### src/rtl/wkwd_pkg.sv
package wkwd_pkg;

    typedef enum logic [1:0] {
        PM_ACTIVE   = 2'b00,
        PM_IDLE     = 2'b01,
        PM_STOP     = 2'b10,
        PM_STOP_ALT = 2'b11
    } pwr_mode_e;

    typedef enum logic [1:0] {
        WK_OFF  = 2'd0,
        WK_RUN  = 2'd1,
        WK_HOLD = 2'd2
    } wk_state_e;

    typedef enum logic [1:0] {
        WD_OFF    = 2'd0,
        WD_RUN    = 2'd1,
        WD_FROZEN = 2'd2,
        WD_FIRE   = 2'd3
    } wd_state_e;

    // Last count value of an interval of 2^(base+sel) cycles.
    function automatic int unsigned span_last(input int unsigned base_log2,
                                              input logic [1:0]  sel);
        return (32'd1 << (base_log2 + 32'(sel))) - 32'd1;
    endfunction

endpackage

### src/rtl/wkwd_wake.sv
module wkwd_wake
    import wkwd_pkg::*;
#(
    parameter int unsigned BASE_LOG2 = 10
) (
    input  logic       clk,
    input  logic       rst_n,
    input  logic       en,
    input  logic [1:0] sel,
    input  logic       halt,
    input  logic       flag_clr,
    output logic       flag
);
    localparam int unsigned CW = BASE_LOG2 + 3;

    wk_state_e     state, nxt;
    logic [CW-1:0] cnt, cnt_nxt, term;
    logic [1:0]    sel_q;
    logic          sel_chg, hit;

    always_comb begin
        sel_chg = (sel != sel_q);
        term    = CW'(span_last(BASE_LOG2, sel));
    end

    always_comb begin
        nxt     = state;
        cnt_nxt = cnt;
        hit     = 1'b0;
        unique case (state)
            WK_OFF: begin
                cnt_nxt = '0;
                if (en) nxt = halt ? WK_HOLD : WK_RUN;
            end
            WK_RUN: begin
                if (!en) begin
                    nxt     = WK_OFF;
                    cnt_nxt = '0;
                end else if (sel_chg) begin
                    cnt_nxt = '0;
                    if (halt) nxt = WK_HOLD;
                end else if (halt) begin
                    nxt = WK_HOLD;
                end else if (cnt == term) begin
                    cnt_nxt = '0;
                    hit     = 1'b1;
                end else begin
                    cnt_nxt = cnt + 1'b1;
                end
            end
            WK_HOLD: begin
                if (!en) begin
                    nxt     = WK_OFF;
                    cnt_nxt = '0;
                end else begin
                    if (sel_chg) cnt_nxt = '0;
                    if (!halt)   nxt     = WK_RUN;
                end
            end
            default: begin
                nxt     = WK_OFF;
                cnt_nxt = '0;
            end
        endcase
    end

    always_ff @(posedge clk or negedge rst_n) begin
        if (!rst_n) begin
            state <= WK_OFF;
            cnt   <= '0;
            sel_q <= '0;
        end else begin
            state <= nxt;
            cnt   <= cnt_nxt;
            sel_q <= sel;
        end
    end

    always_ff @(posedge clk or negedge rst_n) begin
        if (!rst_n)        flag <= 1'b0;
        else if (hit)      flag <= 1'b1;
        else if (flag_clr) flag <= 1'b0;
    end

endmodule

### src/rtl/wkwd_dog.sv
module wkwd_dog
    import wkwd_pkg::*;
#(
    parameter int unsigned BASE_LOG2 = 13
) (
    input  logic       clk,
    input  logic       rst_n,
    input  logic       en,
    input  logic [1:0] sel,
    input  logic       halt,
    input  logic       clr,
    output logic       fire
);
    localparam int unsigned CW = BASE_LOG2 + 3;

    wd_state_e     state, nxt;
    logic [CW-1:0] cnt, cnt_nxt, term;
    logic [1:0]    sel_q;
    logic          sel_chg;

    always_comb begin
        sel_chg = (sel != sel_q);
        term    = CW'(span_last(BASE_LOG2, sel));
    end

    always_comb begin
        nxt     = state;
        cnt_nxt = cnt;
        unique case (state)
            WD_OFF: begin
                cnt_nxt = '0;
                if (en) nxt = halt ? WD_FROZEN : WD_RUN;
            end
            WD_RUN: begin
                if (!en) begin
                    nxt     = WD_OFF;
                    cnt_nxt = '0;
                end else if (clr || sel_chg) begin
                    cnt_nxt = '0;
                    if (halt) nxt = WD_FROZEN;
                end else if (halt) begin
                    nxt = WD_FROZEN;
                end else if (cnt == term) begin
                    nxt     = WD_FIRE;
                    cnt_nxt = '0;
                end else begin
                    cnt_nxt = cnt + 1'b1;
                end
            end
            WD_FROZEN: begin
                if (!en) begin
                    nxt     = WD_OFF;
                    cnt_nxt = '0;
                end else begin
                    if (clr || sel_chg) cnt_nxt = '0;
                    if (!halt)          nxt     = WD_RUN;
                end
            end
            WD_FIRE: begin
                cnt_nxt = '0;
                if (!en)       nxt = WD_OFF;
                else if (halt) nxt = WD_FROZEN;
                else           nxt = WD_RUN;
            end
            default: begin
                nxt     = WD_OFF;
                cnt_nxt = '0;
            end
        endcase
    end

    always_ff @(posedge clk or negedge rst_n) begin
        if (!rst_n) begin
            state <= WD_OFF;
            cnt   <= '0;
            sel_q <= '0;
        end else begin
            state <= nxt;
            cnt   <= cnt_nxt;
            sel_q <= sel;
        end
    end

    always_comb begin
        fire = (state == WD_FIRE);
    end

endmodule

### src/rtl/wkwd_timer.sv
module wkwd_timer
    import wkwd_pkg::*;
#(
    parameter int unsigned WK_BASE_LOG2 = 10,
    parameter int unsigned WD_BASE_LOG2 = 13
) (
    input  logic       clk_slow,
    input  logic       rst_n,
    input  logic [1:0] pwr_mode,
    input  logic       wk_en,
    input  logic [1:0] wk_sel,
    input  logic       wk_flag_clr,
    input  logic       wd_en,
    input  logic [1:0] wd_sel,
    input  logic       wd_clr,
    input  logic       wd_run_in_stop,
    output logic       wk_irq,
    output logic       wd_rst
);
    pwr_mode_e pm;
    logic      in_stop, wk_halt, wd_halt;

    always_comb begin
        pm      = pwr_mode_e'(pwr_mode);
        in_stop = (pm == PM_STOP) || (pm == PM_STOP_ALT);
        wk_halt = in_stop;
        wd_halt = in_stop && !wd_run_in_stop;
    end

    wkwd_wake #(.BASE_LOG2(WK_BASE_LOG2)) u_wake (
        .clk      (clk_slow),
        .rst_n    (rst_n),
        .en       (wk_en),
        .sel      (wk_sel),
        .halt     (wk_halt),
        .flag_clr (wk_flag_clr),
        .flag     (wk_irq)
    );

    wkwd_dog #(.BASE_LOG2(WD_BASE_LOG2)) u_dog (
        .clk   (clk_slow),
        .rst_n (rst_n),
        .en    (wd_en),
        .sel   (wd_sel),
        .halt  (wd_halt),
        .clr   (wd_clr),
        .fire  (wd_rst)
    );

endmodule

### config.mk
export PLATFORM = sky130hd
export DESIGN_NAME = wkwd_timer
export DESIGN_NICKNAME = d
export VERILOG_FILES = /design/src/rtl/wkwd_pkg.sv /design/src/rtl/wkwd_wake.sv /design/src/rtl/wkwd_dog.sv /design/src/rtl/wkwd_timer.sv
export SDC_FILE = /design/constraint.sdc
export NUM_CORES = 1
export LEC_CHECK = 0
export BUFFER_PORTS_ARGS = -buffer_cell sky130_fd_sc_hd__clkbuf_2
export CORE_AREA = 5 5 71 73
export CTS_CLUSTER_SIZE = 16
export DETAILED_ROUTE_END_ITERATION = 10
export DIE_AREA = 0 0 76 78
export PLACE_DENSITY = 0.82
export SLEW_MARGIN = 0
export SYNTH_ARGS = -nofsm -noshare
export SYNTH_HDL_FRONTEND = slang
export SYNTH_HIERARCHICAL = 1
export SYNTH_SLANG_ARGS = --single-unit
export TNS_END_PERCENT = 5
### constraint.sdc
create_clock -name clk_slow -period 2.6 [get_ports clk_slow]
set_input_delay 0.39 -clock clk_slow [delete_from_list [all_inputs] [get_ports clk_slow]]
set_output_delay 0.39 -clock clk_slow [all_outputs]
set_load 0.005 [all_outputs]
Yosys cells after proc, flatten, opt, wreduce, memory -nomap -nowiden
Index checks and enable logic that the tools add are counted.
{ "op_classes": {"shift": 2, "reduce_logical": 12, "addsub": 6, "muxes": 39, "n_eq_ne": 22} }
{ "ops": {"columns": ["op", "count"], "rows": [
  ["$mux 16", 6],
  ["$mux 13", 6],
  ["$pmux 16 s3", 1],
  ["$mux 2", 16],
  ["$shl 1x32->13 const A", 1],
  ["$shl 1x32->16 const A", 1],
  ["$pmux 13 s2", 1],
  ["$add 16x1->16 const B", 1],
  ["$eq 16x16->1", 1],
  ["$sub 16x1->16 const B", 1],
  ["$add 13x1->13 const B", 1],
  ["$eq 13x13->1", 1],
  ["$sub 13x1->13 const B", 1],
  ["$add 4x2->5 const A", 2],
  ["$eq 2x2->1 const B", 5],
  ["$ne 3x2->1 const B", 3],
  ["$ne 4x4->1 const B", 2],
  ["$pmux 2 s4", 1],
  ["$mux 1", 7],
  ["$ne 3x3->1 const B", 2],
  ["$pmux 2 s3", 1],
  ["$eq 2x1->1 const B", 2],
  ["$logic_not 2->1", 2],
  ["$ne 2x2->1", 2],
  ["other kinds (11)", 14]
]} }
{ "word_totals": {"wordCells": 88, "output_inout_bits": 2, "regBits": 38, "inputBits": 13} }

Longest topological paths before layout
Gate-level depths: netlist (run 1).
{ "logic_depth": {"depth_word": 10, "depth_mapped": 7, "ltp_nobuf": 6} }

Cells and area by module
Netlist (run 1), hierarchy kept.
{ "modules_own_cells": {"columns": ["mod", "area_each_um2", "cells_each", "n_inst", "seq_area_each_um2"], "rows": [
  ["wkwd_dog", 1214.9, 138, 1, 500.5],
  ["wkwd_wake", 1038.5, 109, 1, 450.4],
  ["wkwd_timer", 17.5, 2, 1, 0.0]
]} }

Worst setup path after synthesis (run 1)
No wires, ideal clock.
{ "synth_path": {"kind": "register to register", "startpoint": "register u_dog.cnt[0]", "endpoint": "register u_dog.cnt[9]", "setup_time_ns": 0.128, "arrival_time_ns": 1.931, "slack_ns": 0.541, "n_path_buf": 1, "stages_incl_launch_ff": 8, "required_ns": 2.472, "period_less_slack_ns": 2.059, "cell_sequence": "dfrtp_1 > ha_1 > nand4_1 > or4_1 > a31o_2 > buf_6 > a41oi_2 > o31ai_2"} }
{ "synth_via": {"elab_chain_cells": 6, "elab_cells_between_ends": 7, "classes_between": "add/sub: 1; eq/ne: 1; mux: 5"} }
{ "synth_lines": {"columns": ["element", "line", "rtl"], "rows": [
  ["from (decl)", "wkwd_dog.sv:17", "logic [CW-1:0] cnt, cnt_nxt, term;"],
  ["from (signal assigned)", "wkwd_dog.sv:79", "cnt <= cnt_nxt;"],
  ["$add 16x1->16 or $eq 16x16->1 (tied branches)", "wkwd_dog.sv:47, wkwd_dog.sv:43", null],
  ["$mux 16 (*)", "wkwd_dog.sv:43", "end else if (cnt == term) begin"],
  ["$mux 16 (*)", "wkwd_dog.sv:41", "end else if (halt) begin"],
  ["$mux 16 (*)", "wkwd_dog.sv:38", "end else if (clr || sel_chg) begin"],
  ["$mux 16 (*)", "wkwd_dog.sv:35", "if (!en) begin"],
  ["$pmux 16 s3 (*)", "wkwd_dog.sv:29", "unique case (state)"]
]} }
Mark *: on every way between the ends. The rest lies on a longest branch, timed or not. The select of a mux whose other input is x is not followed.
A chain may end at the register's enable or synchronous reset.

Worst setup path in the final report (run 1)
{ "layout_path": {"startpoint": "register u_dog.cnt[0]", "endpoint": "register u_dog.cnt[7]"} }
The elaborated chain is that of the path after synthesis.

==> key figures, run 1 <==
Clocking
  – H-tree levels: 2
  – Latest clock arrival within the worst-skew pair: 290 ps
  – Hold Buf Count CTS: 0
  – Inserted Clock Buffers: 5
  – CTS tree: built
  – Max clock buf depth: 2
  – Resized Gates After CTS: 0
  – Post-CTS setup repair buffer count: 0
  – Clock Tree Root: clkbuf_8
  – Clock sink count: 38
  – Worst-path clk slew: 70 ps

Setup path
  – CP max FO: 14
  – Crit path kind: flip-flop to flip-flop
  – Critical path launch point type: flip-flop
  – Critical path data required time: 2760 ps
  – Worst-path cell chain: ha_1 > nand4_1 > or4_1 > a31o_2 > nand2_1 > o22ai_1
  – Slowest cell on crit path: or4_1
  – Crit path from: u_dog/cnt[0]$_DFFE_PN0P_
  – CP Buf/Inv Count: 0
  – Critical path endpoint category: flip-flop
  – RR Startpoint: u_dog/cnt[0]$_DFFE_PN0P_
  – Crit path largest cell delay: 550 ps
  – Critical Path AT: 2400 ps
  – Top cell family by delay on the critical path: simple AND/OR/NAND/NOR gates

Timing
  – Clk_skew: 5.773 ps
  – Pins over their slew limit: 0
  – Least-Margin Pin Slew: 920.4 ps
  – Final worst path period share: 86.06%
  – Smallest hold slack: 223.8 ps
  – PnR worst setup slack: 362.5 ps
  – RSZ-0062 raised after global routing: no
  – Final setup viols: 0
  – Slew margin rel.: 38.64%
  – Final Hold Vio Count: 0
  – Setup TNS: 0 ps
  – Fmax: 0.4469 GHz
  – Min cycle time layout: 2237 ps

Placement
  – Post-detail-place hpwl: 3300 µm
  – PortBufs: 13
  – Final Wtd Congestion: 0.8401
  – Placed cells: 307
  – Place WS: 321.7 ps

Floorplan
  – Rows: 24
  – Die ar.: 5928 µm²
  – Horiz. Die Dim: 76 µm
  – Starting Density: 52.88%
  – I/O Pins: 15
  – Core ar.: 4294 µm²
  – Die Height: 78 µm

Route
  – Post-DR vias/cell: 6.146
  – Mean routed wirelength per cell: 14.96 µm
  – Initial drt markers: 136
  – WL final: 4712 µm
  – Remaining DRCs: 0
  – Via count: 1936
  – Remaining antenna violation count after routing: 0
  – Initial DRT Pass Iterations: 4

Yosys
  – Yosys top cell area share: 41.87%
  – Ranking of synthesized cells by area: dfrtp_1 42%, nand2_1 5.1%, nand3_1 4.8%
  – Most area-hungry cell type in the Yosys netlist: dfrtp_1
  – Syn nets: 264
  – Post-synth EDFFs: 0
  – Asr flop ratio synth: 100.0%
  – Ys Warns: 6
  – Syn Inst Count: 249
  – Seq cells post-synth: 38
  – Avg Cell Area, Syn: 9.120 µm²
  – Predominant post-synthesis flop cell: dfrtp_1
  – Sequential area share after synthesis: 41.87%
  – Netlist cell types: 58
  – Mapped cell area: 2271 µm²

GRT
  – Remaining Overflow, GRT: 0
  – GRT Total Usage: 16.35%
  – Largest net degree at the start of global routing: 39
  – First-pass GRT wire length: 8066 µm
  – Vias in the first global route: 1811
  – Initial antenna violation count: 0

Finish
  – Non-Filler Instances: 315
  – Most common cell after layout, fill and taps aside: dfrtp_1
  – Antenna fix cells: 0
  – Layout cells sized above 1: 15.59%
  – Most frequent cells in the layout: 38 x dfrtp_1, 31 x nand2_1, 22 x nand3_1
  – Area delta synth->final: 8.650%
  – Final core occ: 57.46%
  – Nets@finish: 277

Worst hold path
  – Tightest Hold Check Type: input port to asynchronous set/reset pin

Power and ir drop
  – Leak pwr: 0.9689 nW
  – VDD IR-drop max: 0.3424 mV
  – Power Density: 443.0 nW/µm²

Status
  – Status: completed

Flow run
  – Max Cap Viol: 0
==> cells by family (layout without fill, tap and decap cells) <==
kind of cell,count (synthesis),count (layout),synth area share [%]
adder cells (fa/ha/maj),2,2,1.102
buffers and inverters,19,33,3.746
multiplexers,1,1,0.4408
AND/OR/NAND/NOR,133,133,32.56
XOR/XNOR,6,6,2.314
flip-flops,38,38,41.87
AO/OA/AOI/OAI,50,50,17.96
==> worst paths after layout <==
kind                                             end  depth (start not counted)  slack [ps]
hold reg to reg              u_wake/flag$_DFFE_PN0P_                          2         540
min in group clk_slow       u_dog/sel_q[0]$_DFF_PN0_                          1         260
max in group asynchronous   u_dog/cnt[2]$_DFFE_PN0P_                          1        1800
hold / removal             u_wake/sel_q[0]$_DFF_PN0_                          1         220
setup reg to reg            u_dog/cnt[7]$_DFFE_PN0P_                          6         360
setup / recovery            u_dog/cnt[7]$_DFFE_PN0P_                          6         360
==> layout make-up <==
type                    count  area [µm²]
fillers                   393        1827
multi-input cells         192        1235
flip-flops and latches     38       950.9
repair buffers             16       87.58
clock buffers               6       82.58
well taps                  52       65.06
inverters                   9       33.78
clock inverters             2       12.51
==> layer usage <==
metal | wire, µm | vias up | GRT usage (%)
met3 | 152 | 14 | 3.472
met1 | 2079 | 927 | 19.62
met5 | 0 | - | 0
li1 | - | 957 | -
met2 | 2374 | 38 | 27.91
met4 | 106 | 0 | 7.651
==> registers in the layout, summed over array words and instances (netlist names) <==
name and flops:
u_wake/sel_q 2, u_wake/state 2, u_dog/sel_q 2, u_wake/cnt 13
u_wake/flag 1, u_dog/state 2, u_dog/cnt 16
==> Yosys cell counts (5+ instances only) <==
library cell  number
nand4_1           12
o21ai_1            5
dfrtp_1           38
nor3_1             8
inv_1              9
nor2_1            14
o21ai_0            8
nand2_1           31
or3_1              6
nand3_1           22
nand2b_1           5
or4_1              6
a31oi_1            6
==> per-stage QoR <==
stage | power [W] | area [µm²]
5_1_grt | 0.001152 | 2467
6_report | 0.001093 | 2467
4_1_cts | 0.001113 | 2467
3_3_place_gp | 0.0006852 | 2372
2_1_floorplan | 0.0006530 | 2271
3_5_place_dp | 0.0006871 | 2372
==> power by group <==
group,switching (W),internal [W],leakage [nW],total (W)
sequential,0.00000589,0.000598,0.518,0.000603
combinational,0.0000461,0.0000254,0.404,0.0000714
clock,0.000205,0.000213,0.0472,0.000418
No activity file was read; power rests on OpenSTA's default activity.
==> run 2: changes to the inputs <==
--- a/config.mk
+++ b/config.mk
@@ -10,7 +10,7 @@
 export CTS_CLUSTER_SIZE = 16
 export DETAILED_ROUTE_END_ITERATION = 10
 export DIE_AREA = 0 0 76 78
-export PLACE_DENSITY = 0.82
+export PLACE_DENSITY = 0.71
 export SLEW_MARGIN = 0
 export SYNTH_ARGS = -nofsm -noshare
 export SYNTH_HDL_FRONTEND = slang
==> key figures, run 2 (same netlist as run 1, synthesis figures left out) <==
Power and ir drop
  – VDD IR-drop max: 0.2712 mV
  – Leak pwr: 0.9931 nW
  – Post-layout total power: 0.001301 W
  – Power Density: 517.4 nW/µm²

Clocking
  – Worst-path clk slew: 80 ps
  – CTS tree: built
  – Clock Tree Root: clkbuf_8
  – Post-CTS setup repair buffer count: 0
  – Resized Gates After CTS: 0
  – Latest clock arrival within the worst-skew pair: 290 ps
  – Hold Buf Count CTS: 0
  – Inserted Clock Buffers: 5
  – H-tree levels: 2
  – Max clock buf depth: 2
  – Clock sink count: 38

Setup path
  – Crit path largest cell delay: 540 ps
  – Critical path data required time: 2760 ps
  – CP Buf/Inv Count: 0
  – Critical path launch point type: flip-flop
  – Critical Path AT: 2380 ps
  – Worst-path cell chain: ha_1 > nand4_1 > or4_1 > a31o_2 > nand2_1 > o22ai_1
  – Top cell family by delay on the critical path: simple AND/OR/NAND/NOR gates
  – Slowest cell on crit path: or4_1
  – Critical path endpoint category: flip-flop
  – CP max FO: 14
  – Crit path kind: flip-flop to flip-flop

Route
  – Initial drt markers: 82
  – Initial DRT Pass Iterations: 4
  – Remaining DRCs: 0
  – Post-DR vias/cell: 6.089
  – WL final: 4722 µm
  – Mean routed wirelength per cell: 14.99 µm
  – Remaining antenna violation count after routing: 0
  – Via count: 1918

Timing
  – Min cycle time layout: 2219 ps
  – Slew margin rel.: 35.64%
  – Fmax: 0.4507 GHz
  – Setup TNS: 0 ps
  – RSZ-0062 raised after global routing: no
  – Pins over their slew limit: 0
  – Final Hold Vio Count: 0
  – PnR worst setup slack: 381.3 ps
  – Least-Margin Pin Slew: 965.4 ps
  – Clk_skew: 8.521 ps
  – Final setup viols: 0
  – Final worst path period share: 85.34%

Finish
  – Non-Filler Instances: 315
  – Area of the multi-input gates: 1235 µm²
  – Most frequent cells in the layout: 38 x dfrtp_1, 31 x nand2_1, 22 x nand3_1
  – Layout cells sized above 1: 15.59%
  – Max FFs per register: 16
  – Most common cell after layout, fill and taps aside: dfrtp_1
  – Most flop-heavy register: u_dog/cnt
  – Antenna fix cells: 0
  – Fillers: 391
  – Largest regs: u_dog/cnt (16), u_wake/cnt (13)
  – Nets@finish: 277
  – FF/Latch Area: 950.9 µm²
  – Area delta synth->final: 10.74%

Floorplan
  – I/O Pins: 15
  – Starting Density: 52.88%
  – Horiz. Die Dim: 76 µm
  – Die Height: 78 µm
  – Core ar.: 4294 µm²
  – Rows: 24
  – Die ar.: 5928 µm²

GRT
  – Initial antenna violation count: 0
  – Remaining Overflow, GRT: 0
  – First-pass GRT wire length: 8700 µm
  – Largest net degree at the start of global routing: 39
  – Vias in the first global route: 1924
  – GRT Total Usage: 17.52%

Placement
  – Place WS: 313.3 ps
  – Final Wtd Congestion: 0.7788
  – PortBufs: 13
  – Placed cells: 307
  – Post-detail-place hpwl: 3298 µm

Worst hold path
  – Tightest Hold Check Type: input port to asynchronous set/reset pin

Status
  – Status: completed

Flow run
  – Max Cap Viol: 0
[run 2: metrics by stage]
step,hold slack [ps],instance area (µm²),util (%)
floorplan,94.41,2271,-
global placement,510.8,2372,55.24
detailed placement,523.4,2372,55.24
CTS,251.4,2515,58.57
global route,256.3,2515,58.57
finish,232.0,2515,58.57
[run 2: power by group]
group	total (W)	internal, W	switching, W	leakage, nW
clock	0.000626	0.000409	0.000217	0.0714
sequential	0.000603	0.000597	0.00000547	0.518
combinational	0.0000724	0.0000254	0.0000471	0.404
[run 2: worst reg2reg max path: stages, from the launching register on]
cell,delay (ps)
dfrtp_1,410
ha_1,230
nand4_1,140
or4_1,540
a31o_2,350
nand2_1,270
o22ai_1,150
[run 2: area by class of cell]
type / count / share of cell area, %
repair buffers: 16 / 3.483
clock buffers: 6 / 3.284
well taps: 52 / 2.587
clock inverters: 2 / 2.388
flip-flops and latches: 38 / 37.81
inverters: 9 / 1.343
multi-input cells: 192 / 49.10
[run 2: path summary, 6_finish.rpt]
check,from,endpoint,slack (ps),cells past startpoint
setup / recovery,u_dog/cnt[0]$_DFFE_PN0P_,u_dog/cnt[2]$_DFFE_PN0P_,380,6
hold / removal,rst_n,u_wake/sel_q[1]$_DFF_PN0_,230,1
setup reg to reg,u_dog/cnt[0]$_DFFE_PN0P_,u_dog/cnt[2]$_DFFE_PN0P_,380,6
hold reg to reg,u_wake/flag$_DFFE_PN0P_,u_wake/flag$_DFFE_PN0P_,530,2
max in group asynchronous,rst_n,u_dog/cnt[5]$_DFFE_PN0P_,1770,1
min in group clk_slow,wd_sel[0],u_dog/sel_q[0]$_DFF_PN0_,270,1
[run 2: metal layers]
| metal | global-route usage, % | vias up | part of all wire (%) |
|---|---|---|---|
| li1 | - | 962 | - |
| met1 | 21.21 | 927 | 46 |
| met2 | 29.37 | 17 | 49 |
| met3 | 4.051 | 12 | 2.4 |
| met4 | 8.363 | 0 | 2.4 |
| met5 | 0 | - | 0 |
